===== src/rtl/ovf_pkg.sv =====
package ovf_pkg;
  typedef enum logic [1:0] {
    ST_IDLE = 2'd0,
    ST_REQ  = 2'd1,
    ST_WAIT = 2'd2
  } seq_state_e;

  typedef enum logic {
    OP_ADD = 1'b0,
    OP_SUB = 1'b1
  } alu_op_e;
endpackage


===== src/rtl/ovf_alu.sv =====
module ovf_alu
  import ovf_pkg::*;
#(
  parameter int W         = 8,
  parameter bit FAULT_EN  = 1'b0,
  parameter int FAULT_A   = 0,
  parameter int FAULT_B   = 0,
  parameter bit FAULT_CIN = 1'b0,
  parameter bit FAULT_SUB = 1'b0
) (
  input  logic         clk,
  input  logic         rst_n,
  input  logic         valid_i,
  input  alu_op_e      op_i,
  input  logic [W-1:0] a_i,
  input  logic [W-1:0] b_i,
  input  logic         cin_i,
  output logic         done_o,
  output logic         ovf_o
);
  logic [W-1:0] b_eff;
  logic [W-1:0] res;
  logic         ovf_calc;
  logic         ovf_d;
  logic         done_q;
  logic         ovf_q;

  // operand conditioning and signed-overflow from sign bits
  always_comb begin
    b_eff    = (op_i == OP_SUB) ? ~b_i : b_i;
    res      = a_i + b_eff + W'(cin_i);
    ovf_calc = (a_i[W-1] == b_eff[W-1]) && (res[W-1] != a_i[W-1]);
  end

  generate
    if (FAULT_EN) begin : g_fault
      logic hit;
      always_comb begin
        hit   = (a_i == W'(FAULT_A)) && (b_i == W'(FAULT_B)) &&
                (cin_i == FAULT_CIN) && (op_i == alu_op_e'(FAULT_SUB));
        ovf_d = ovf_calc ^ hit;
      end
    end else begin : g_clean
      always_comb ovf_d = ovf_calc;
    end
  endgenerate

  always_ff @(posedge clk or negedge rst_n) begin
    if (!rst_n) begin
      done_q <= 1'b0;
      ovf_q  <= 1'b0;
    end else begin
      done_q <= valid_i;
      if (valid_i) ovf_q <= ovf_d;
    end
  end

  assign done_o = done_q;
  assign ovf_o  = ovf_q;

  // answer exactly one cycle after a request
  p_done_follows_valid_r10: assert property (@(posedge clk) disable iff (!rst_n)
    valid_i |=> done_o);
  p_no_spurious_done_r10: assert property (@(posedge clk) disable iff (!rst_n)
    !valid_i |=> !done_o);
endmodule


===== src/rtl/ovf_predict.sv =====
module ovf_predict
  import ovf_pkg::*;
#(
  parameter int W = 8
) (
  input  logic [W-1:0] u1_i,
  input  logic [W-1:0] u2_i,
  input  logic         cin_i,
  input  alu_op_e      op_i,
  output logic         pred_o
);
  localparam int unsigned N    = 1 << W;
  localparam int unsigned H    = 1 << (W - 1);
  localparam int          PW   = 2 * W + 2;
  localparam int unsigned BASE = N * N - N;
  localparam logic [PW-1:0] ADD_LO = PW'(H);
  localparam logic [PW-1:0] ADD_HI = PW'(N + H - 1);
  localparam logic [PW-1:0] SUB_LO = PW'(BASE - H);
  localparam logic [PW-1:0] SUB_HI = PW'(BASE + H - 1);

  logic [PW-1:0] sum_w;
  logic [PW-1:0] dif_w;
  logic          add_pred;
  logic          sub_pred;

  // range tests on offset unsigned values
  always_comb begin
    sum_w    = PW'(u1_i) + PW'(u2_i) + PW'(cin_i);
    dif_w    = PW'(BASE) + PW'(u1_i) - PW'(u2_i) - PW'(!cin_i);
    add_pred = (sum_w < ADD_LO) || (sum_w > ADD_HI);
    sub_pred = (dif_w < SUB_LO) || (dif_w > SUB_HI);
    pred_o   = (op_i == OP_SUB) ? sub_pred : add_pred;
  end
endmodule


===== src/rtl/ovf_seq.sv =====
module ovf_seq
  import ovf_pkg::*;
#(
  parameter int W = 8
) (
  input  logic         clk,
  input  logic         rst_n,
  input  logic         start_i,
  input  logic         done_i,
  input  logic         ovf_i,
  input  logic         pred_i,
  output logic         valid_o,
  output alu_op_e      op_o,
  output logic [W-1:0] u1_o,
  output logic [W-1:0] u2_o,
  output logic         cin_o,
  output logic [W-1:0] a_o,
  output logic [W-1:0] b_o,
  output logic         busy_o,
  output logic         pass_o,
  output logic         fail_o,
  output logic         err_o,
  output logic [W-1:0] fail_a_o,
  output logic [W-1:0] fail_b_o,
  output logic         fail_cin_o,
  output logic         fail_sub_o
);
  localparam logic [W-1:0] U_MAX = {W{1'b1}};
  localparam logic [W-1:0] BIAS  = W'(1) << (W - 1);

  seq_state_e   state_q, state_d;
  logic [W-1:0] u1_q, u1_d;
  logic [W-1:0] u2_q, u2_d;
  logic         cin_q, cin_d;
  alu_op_e      op_q, op_d;
  logic         pass_q, pass_d;
  logic         fail_q, fail_d;
  logic         err_q, err_d;
  logic         cap_en;
  logic [1:0]   tally;
  logic [W-1:0] fa_q, fb_q;
  logic         fcin_q;
  alu_op_e      fop_q;

  // next-state logic
  always_comb begin
    state_d = state_q;
    u1_d    = u1_q;
    u2_d    = u2_q;
    cin_d   = cin_q;
    op_d    = op_q;
    pass_d  = pass_q;
    fail_d  = fail_q;
    err_d   = err_q;
    cap_en  = 1'b0;
    tally   = {1'b0, ovf_i} + {1'b0, pred_i};
    unique case (state_q)
      ST_IDLE: begin
        if (start_i) begin
          state_d = ST_REQ;
          u1_d    = '0;
          u2_d    = '0;
          cin_d   = 1'b1;
          op_d    = OP_ADD;
          pass_d  = 1'b0;
          fail_d  = 1'b0;
          err_d   = 1'b1;
        end
      end
      ST_REQ: state_d = ST_WAIT;
      ST_WAIT: begin
        if (done_i) begin
          if (tally == 2'd1) begin
            fail_d  = 1'b1;
            cap_en  = 1'b1;
            state_d = ST_IDLE;
          end else if (op_q == OP_ADD) begin
            op_d    = OP_SUB;
            state_d = ST_REQ;
          end else begin
            op_d    = OP_ADD;
            u1_d    = u1_q + 1'b1;
            state_d = ST_REQ;
            if (u1_q == U_MAX) begin
              u2_d = u2_q + 1'b1;
              if (u2_q == U_MAX) begin
                cin_d = 1'b0;
                if (!cin_q) begin
                  state_d = ST_IDLE;
                  pass_d  = 1'b1;
                  err_d   = 1'b0;
                end
              end
            end
          end
        end
      end
      default: state_d = ST_IDLE;
    endcase
  end

  // state registers
  always_ff @(posedge clk or negedge rst_n) begin
    if (!rst_n) begin
      state_q <= ST_IDLE;
      u1_q    <= '0;
      u2_q    <= '0;
      cin_q   <= 1'b0;
      op_q    <= OP_ADD;
      pass_q  <= 1'b0;
      fail_q  <= 1'b0;
      err_q   <= 1'b0;
    end else begin
      state_q <= state_d;
      u1_q    <= u1_d;
      u2_q    <= u2_d;
      cin_q   <= cin_d;
      op_q    <= op_d;
      pass_q  <= pass_d;
      fail_q  <= fail_d;
      err_q   <= err_d;
    end
  end

  // failure capture, enabled only on a disagreement
  always_ff @(posedge clk or negedge rst_n) begin
    if (!rst_n) begin
      fa_q   <= '0;
      fb_q   <= '0;
      fcin_q <= 1'b0;
      fop_q  <= OP_ADD;
    end else if (cap_en) begin
      fa_q   <= u1_q ^ BIAS;
      fb_q   <= u2_q ^ BIAS;
      fcin_q <= cin_q;
      fop_q  <= op_q;
    end
  end

  assign valid_o    = (state_q == ST_REQ);
  assign op_o       = op_q;
  assign u1_o       = u1_q;
  assign u2_o       = u2_q;
  assign cin_o      = cin_q;
  assign a_o        = u1_q ^ BIAS;
  assign b_o        = u2_q ^ BIAS;
  assign busy_o     = (state_q != ST_IDLE);
  assign pass_o     = pass_q;
  assign fail_o     = fail_q;
  assign err_o      = err_q;
  assign fail_a_o   = fa_q;
  assign fail_b_o   = fb_q;
  assign fail_cin_o = fcin_q;
  assign fail_sub_o = (fop_q == OP_SUB);

  p_start_arms_r2: assert property (@(posedge clk) disable iff (!rst_n)
    (!busy_o && start_i) |=> (busy_o && err_o && !pass_o && !fail_o));
  p_valid_pulse_r10: assert property (@(posedge clk) disable iff (!rst_n)
    valid_o |=> !valid_o);
  p_mismatch_stops_r6: assert property (@(posedge clk) disable iff (!rst_n)
    (state_q == ST_WAIT && done_i && (ovf_i != pred_i)) |=> (fail_o && !busy_o));
  p_verdict_excl_r7: assert property (@(posedge clk) disable iff (!rst_n)
    !(pass_o && fail_o));
  p_err_clears_on_pass_r7: assert property (@(posedge clk) disable iff (!rst_n)
    $fell(err_o) |-> pass_o);
  p_fail_holds_r8: assert property (@(posedge clk) disable iff (!rst_n)
    (fail_o && !start_i) |=> (fail_o && err_o && $stable(fail_a_o) && $stable(fail_b_o)
                              && $stable(fail_cin_o) && $stable(fail_sub_o)));
  p_busy_start_ignored_r9: assert property (@(posedge clk) disable iff (!rst_n)
    (state_q == ST_REQ && start_i) |=> (state_q == ST_WAIT));
endmodule


===== src/rtl/ovf_selfcheck.sv =====
module ovf_selfcheck
  import ovf_pkg::*;
#(
  parameter int W         = 8,
  parameter bit FAULT_EN  = 1'b0,
  parameter int FAULT_A   = 0,
  parameter int FAULT_B   = 0,
  parameter bit FAULT_CIN = 1'b0,
  parameter bit FAULT_SUB = 1'b0
) (
  input  logic         clk,
  input  logic         rst_n,
  input  logic         start_i,
  output logic         busy_o,
  output logic         pass_o,
  output logic         fail_o,
  output logic         err_o,
  output logic [W-1:0] fail_a_o,
  output logic [W-1:0] fail_b_o,
  output logic         fail_cin_o,
  output logic         fail_sub_o
);
  logic [1:0]   rst_sync;
  logic         rst_int_n;
  logic         valid;
  logic         done;
  logic         ovf;
  logic         pred;
  alu_op_e      op;
  logic [W-1:0] u1, u2, a, b;
  logic         cin;

  // asynchronous assert, synchronous release
  always_ff @(posedge clk or negedge rst_n) begin
    if (!rst_n) rst_sync <= 2'b00;
    else        rst_sync <= {rst_sync[0], 1'b1};
  end
  assign rst_int_n = rst_sync[1];

  ovf_seq #(.W(W)) u_seq (
    .clk        (clk),
    .rst_n      (rst_int_n),
    .start_i    (start_i),
    .done_i     (done),
    .ovf_i      (ovf),
    .pred_i     (pred),
    .valid_o    (valid),
    .op_o       (op),
    .u1_o       (u1),
    .u2_o       (u2),
    .cin_o      (cin),
    .a_o        (a),
    .b_o        (b),
    .busy_o     (busy_o),
    .pass_o     (pass_o),
    .fail_o     (fail_o),
    .err_o      (err_o),
    .fail_a_o   (fail_a_o),
    .fail_b_o   (fail_b_o),
    .fail_cin_o (fail_cin_o),
    .fail_sub_o (fail_sub_o)
  );

  ovf_alu #(
    .W(W), .FAULT_EN(FAULT_EN), .FAULT_A(FAULT_A), .FAULT_B(FAULT_B),
    .FAULT_CIN(FAULT_CIN), .FAULT_SUB(FAULT_SUB)
  ) u_alu (
    .clk     (clk),
    .rst_n   (rst_int_n),
    .valid_i (valid),
    .op_i    (op),
    .a_i     (a),
    .b_i     (b),
    .cin_i   (cin),
    .done_o  (done),
    .ovf_o   (ovf)
  );

  ovf_predict #(.W(W)) u_pred (
    .u1_i   (u1),
    .u2_i   (u2),
    .cin_i  (cin),
    .op_i   (op),
    .pred_o (pred)
  );
endmodule


===== config.mk =====
export PLATFORM = sky130hd
export DESIGN_NAME = ovf_selfcheck
export DESIGN_NICKNAME = d
export VERILOG_FILES = /design/src/rtl/ovf_pkg.sv /design/src/rtl/ovf_alu.sv /design/src/rtl/ovf_predict.sv /design/src/rtl/ovf_seq.sv /design/src/rtl/ovf_selfcheck.sv
export SDC_FILE = /design/constraint.sdc
export NUM_CORES = 1
export LEC_CHECK = 0
export BUFFER_PORTS_ARGS = -buffer_cell sky130_fd_sc_hd__buf_2
export CAP_MARGIN = 10
export CORE_ASPECT_RATIO = 0.75
export CORE_UTILIZATION = 55
export CTS_CLUSTER_DIAMETER = 80
export DETAILED_ROUTE_END_ITERATION = 7
export GPL_ROUTABILITY_DRIVEN = 0
export GPL_TIMING_DRIVEN = 0
export HOLD_SLACK_MARGIN = 0.06
export PLACE_DENSITY = 0.84
export SETUP_SLACK_MARGIN = 0.2
export SYNTH_ARGS = -nofsm -noshare
export SYNTH_HDL_FRONTEND = slang
export SYNTH_SLANG_ARGS = --single-unit

===== constraint.sdc =====
create_clock -name clk -period 2.4 [get_ports clk]
set_clock_uncertainty 0.05 [all_clocks]
set_input_delay 0.24 -clock clk [delete_from_list [all_inputs] [get_ports clk]]
set_output_delay 0.24 -clock clk [all_outputs]
set_load 0.01 [all_outputs]

==> reports/metrics.csv <==
stage,metric,value,unit
power_and_ir_drop,max-vdd-ir-drop,0.270,mV
critical_path,criticalPathCategory,reg -> reg,
global_route,grt_pass1_wl,14.6,mm
final_layout,layout-drive-gt1-share,41.5,%
drt,firstDrtPassIters,5,
synth,yosysTopAreaCellShare,34.6,%
synth,synth_cell_types,62,
sta,period_needed,3.59,ns
synth,async_reset_ff_share,100,%
synth,yosys-top-cells-count,"dfrtp_1 (45), ha_1 (28), inv_1 (24)",
final_layout,layoutNonFillerInstCount,482,
global_route,grt_max_degree,31,
critical_path,path_cells,inv_2 -> fa_2 -> fa_2 -> o21ai_2 -> o211ai_1 -> maj3_2 -> o21ai_4 -> mux2_4 -> buf_6 -> nor3_4 -> o211ai_1 -> buf_4 -> or3_4 -> a21oi_2,
placement,dpl_worst_slack,-1.52,ns
drt,vias_per_cell,6.38,
critical_path,startpoint,u_seq.u1_o[0]$_DFFE_PN0P_,
global_route,track_usage,30.7,%
synth,yosys_warnings,0,
sta,slew_viol_final,0,
min_path,hold_path_class,reg -> async,
final_layout,multi_input_area,0.00230,mm²
critical_path,critPathMaxFanout,5,
run_status,violations,negative setup slack,
critical_path,reg2reg_from,u_seq.u1_o[0]$_DFFE_PN0P_,
placement,numPortBuffers,24,
clocking,path_clk_slew,0.10,ns
sta,hold_viol_final,0,
clocking,insertion_delay,0.31,ns
die,dieHeight,68.6,µm
sta,worst_pin_slew,0.763,ns
die,start_util,58.9,%
synth,syn_avg_cell_area,9.71,µm²
die,die-area,0.00623,mm²
clocking,cts_tree,done,
drt,num_vias,3075,
run_status,outcome,"complete, but fails checks",
drt,drc,0,
die,die_w,90.8,µm
drt,antenna_left,0,
critical_path,arrival,3.78,ns
critical_path,reg2regPathDepth,14,
sta,slew_headroom,48.9,%
sta,setup_viol,41,
drt,drt_wl_total,9.56,mm
sta,rsz0062_at_grt,true,
power_and_ir_drop,finalPower,1.28,mW
critical_path,critPathSlowestCell,dfrtp_2,
critical_path,max_stage_delay,0.43,ns
clocking,cts_sinks,45,
clocking,cts-root-buf,clkbuf_8,
synth,synth_enable_flop_cells,0,
synth,synth.largest_area_cell,dfrtp_1,
synth,synth-main-ff-cell,dfrtp_1,
global_route,grt-ovfl-total,0,
critical_path,start_kind,register,
placement,placed_cells,435,
sta,max_freq,279,MHz
critical_path,crit_required,2.59,ns
global_route,grt_pass1_vias,2888,
synth,syn_nets,369,
clocking,h-tree-depth,2,
final_layout,regArea,0.00114,mm²
power_and_ir_drop,powerDensity,298,mW/mm²
final_layout,n_antenna_cell,0,
critical_path,r2r_setup_slack,-1.19,ns
global_route,antenna_found_initial,0,
clocking,cts_made_buffers,5,
power_and_ir_drop,p_leak,1.98,nW
synth,synth_seq_cells,45,
synth,syn_inst,335,
critical_path,endpoint,u_seq.u2_o[3]$_DFFE_PN0P_,
final_layout,syn_to_final_growth,32.4,%
critical_path,cp-end-kind,register,
placement,dp_hpwl,5.73,mm
die,io-pin-count,25,
synth,yosysMostFrequentCell,dfrtp_1,
critical_path,r2r-end,u_seq.u2_o[3]$_DFFE_PN0P_,
sta,hold_ws,0.123,ns
die,core_area,0.00553,mm²
clocking,cts_max_path_buffers,2,
drt,drtIter0Drc,340,
final_layout,nets,440,
synth,ys_seq_area_share,34.6,%
drt,post_drt_wl_per_cell,19.8,µm
synth,syn_area,0.00325,mm²
synth,synthTopCellsByArea,"dfrtp_1 (35%), ha_1 (11%), mux2_4 (3.7%)",
run,max_cap_violations,0,
sta,fin_crit_sh,150,%
die,rows,23,
sta,fin_ws,-1.19,ns
final_layout,n_fill_cell,350,
[layer usage]
metal	up-vias	wire length, µm	track usage, %
met2	179	4460	51.6
met4	0	206	11.7
met3	26	770	5.81
li1	1363	-	-
met5	-	0	0
met1	1507	4130	40.4
[registers in the layout, indices dropped and copies added (netlist names)]
name              count
u_seq.pass_o          1
u_seq.fail_b_o        8
u_alu.done_o          1
u_seq.cin_o           1
u_seq.u2_o            8
u_seq.fail_o          1
u_seq.fail_sub_o      1
u_seq.fail_cin_o      1
u_alu.ovf_o           1
rst_sync              2
u_seq.err_o           1
u_seq.fail_a_o        8
u_seq.op_o            1
u_seq.state_q         2
u_seq.u1_o            8
[per-stage QoR]
stage / util (%) / TNS [ns] / instance area, µm²
2_1_floorplan: - / -31.96 / 3330
3_3_place_gp: 64.1 / -48.22 / 3540
3_5_place_dp: 64.5 / -50.33 / 3560
4_1_cts: 75.1 / -43.04 / 4150
5_1_grt: 77.9 / -47.79 / 4300
6_report: 77.9 / -44.29 / 4300
[report_power, final]
group | switching (mW) | leakage, nW | internal [mW]
clock | 0.294 | 0.0445 | 0.207
sequential | 0.00505 | 0.565 | 0.759
combinational | 0.0111 | 1.37 | 0.00546
total | 0.310 | 1.98 | 0.972
[worst min-delay path by stage]
stage               cells after the start                             to  slack [ns]
CTS                                     0  u_seq.fail_a_o[6]$_DFFE_PN0P_        0.13
floorplan                               0          rst_sync[0]$_DFF_PN0_       -0.11
global placement                        1          rst_sync[0]$_DFF_PN0_       -0.03
global route                            0  u_seq.fail_a_o[6]$_DFFE_PN0P_        0.16
detailed placement                      1          rst_sync[0]$_DFF_PN0_       -0.02
finish                                  0  u_seq.fail_a_o[6]$_DFFE_PN0P_        0.12
[layout by cell type (no fill, tap or decap), drive strengths merged, types with 15 or more instances in the layout]
master,n
dfrtp,45
a21oi,16
ha,28
o21ai,23
buf,69
nand2,23
nor2,15
inv,25
mux2,17
[repair_timing]
item | 4_1_cts | 5_1_grt
cloned | 2 | 0
hold buffers | 1 | 0
endpoints found under the hold margin | 2 | 0
resized for setup | 58 | 32
buffers inserted | 32 | 5
pin swaps | 25 | 22
setup endpoints to repair | 41 | 41
[critical path: cells and delay by family, from the launching register on]
kind,cells,cell delay (ns)
AO/OA/AOI/OAI,5,0.68
adder cells (fa/ha/maj),3,1.04
multiplexers,1,0.33
AND/OR/NAND/NOR,2,0.62
buffers and inverters,3,0.37
flip-flops,1,0.43
[layout make-up]
| type | count | area share [%] |
|---|---|---|
| tap | 75 | 2.18 |
| timing repair buffer | 65 | 11.3 |
| clock buffer | 5 | 1.60 |
| clock inverter | 3 | 0.494 |
| sequential | 45 | 26.6 |
| buffer | 7 | 2.41 |
| inverter | 24 | 2.09 |
| multi-input combinational | 258 | 53.3 |
[cell families (layout without fill, tap and decap cells)]
kind of cell    count (synthesis)  after routing  share of synthesized area (%)
compound gates                 87             87                           18.7
xor+xnor                       13             13                           3.50
fa+ha+maj                      32             32                           12.9
flops                          45             45                           34.6
buf+inv                        32            104                           4.46
simple gates                  106            106                           18.2
other cells                     1              1                          0.115
mux                            19             19                           7.43
No activity file was read; power rests on OpenSTA's default activity.
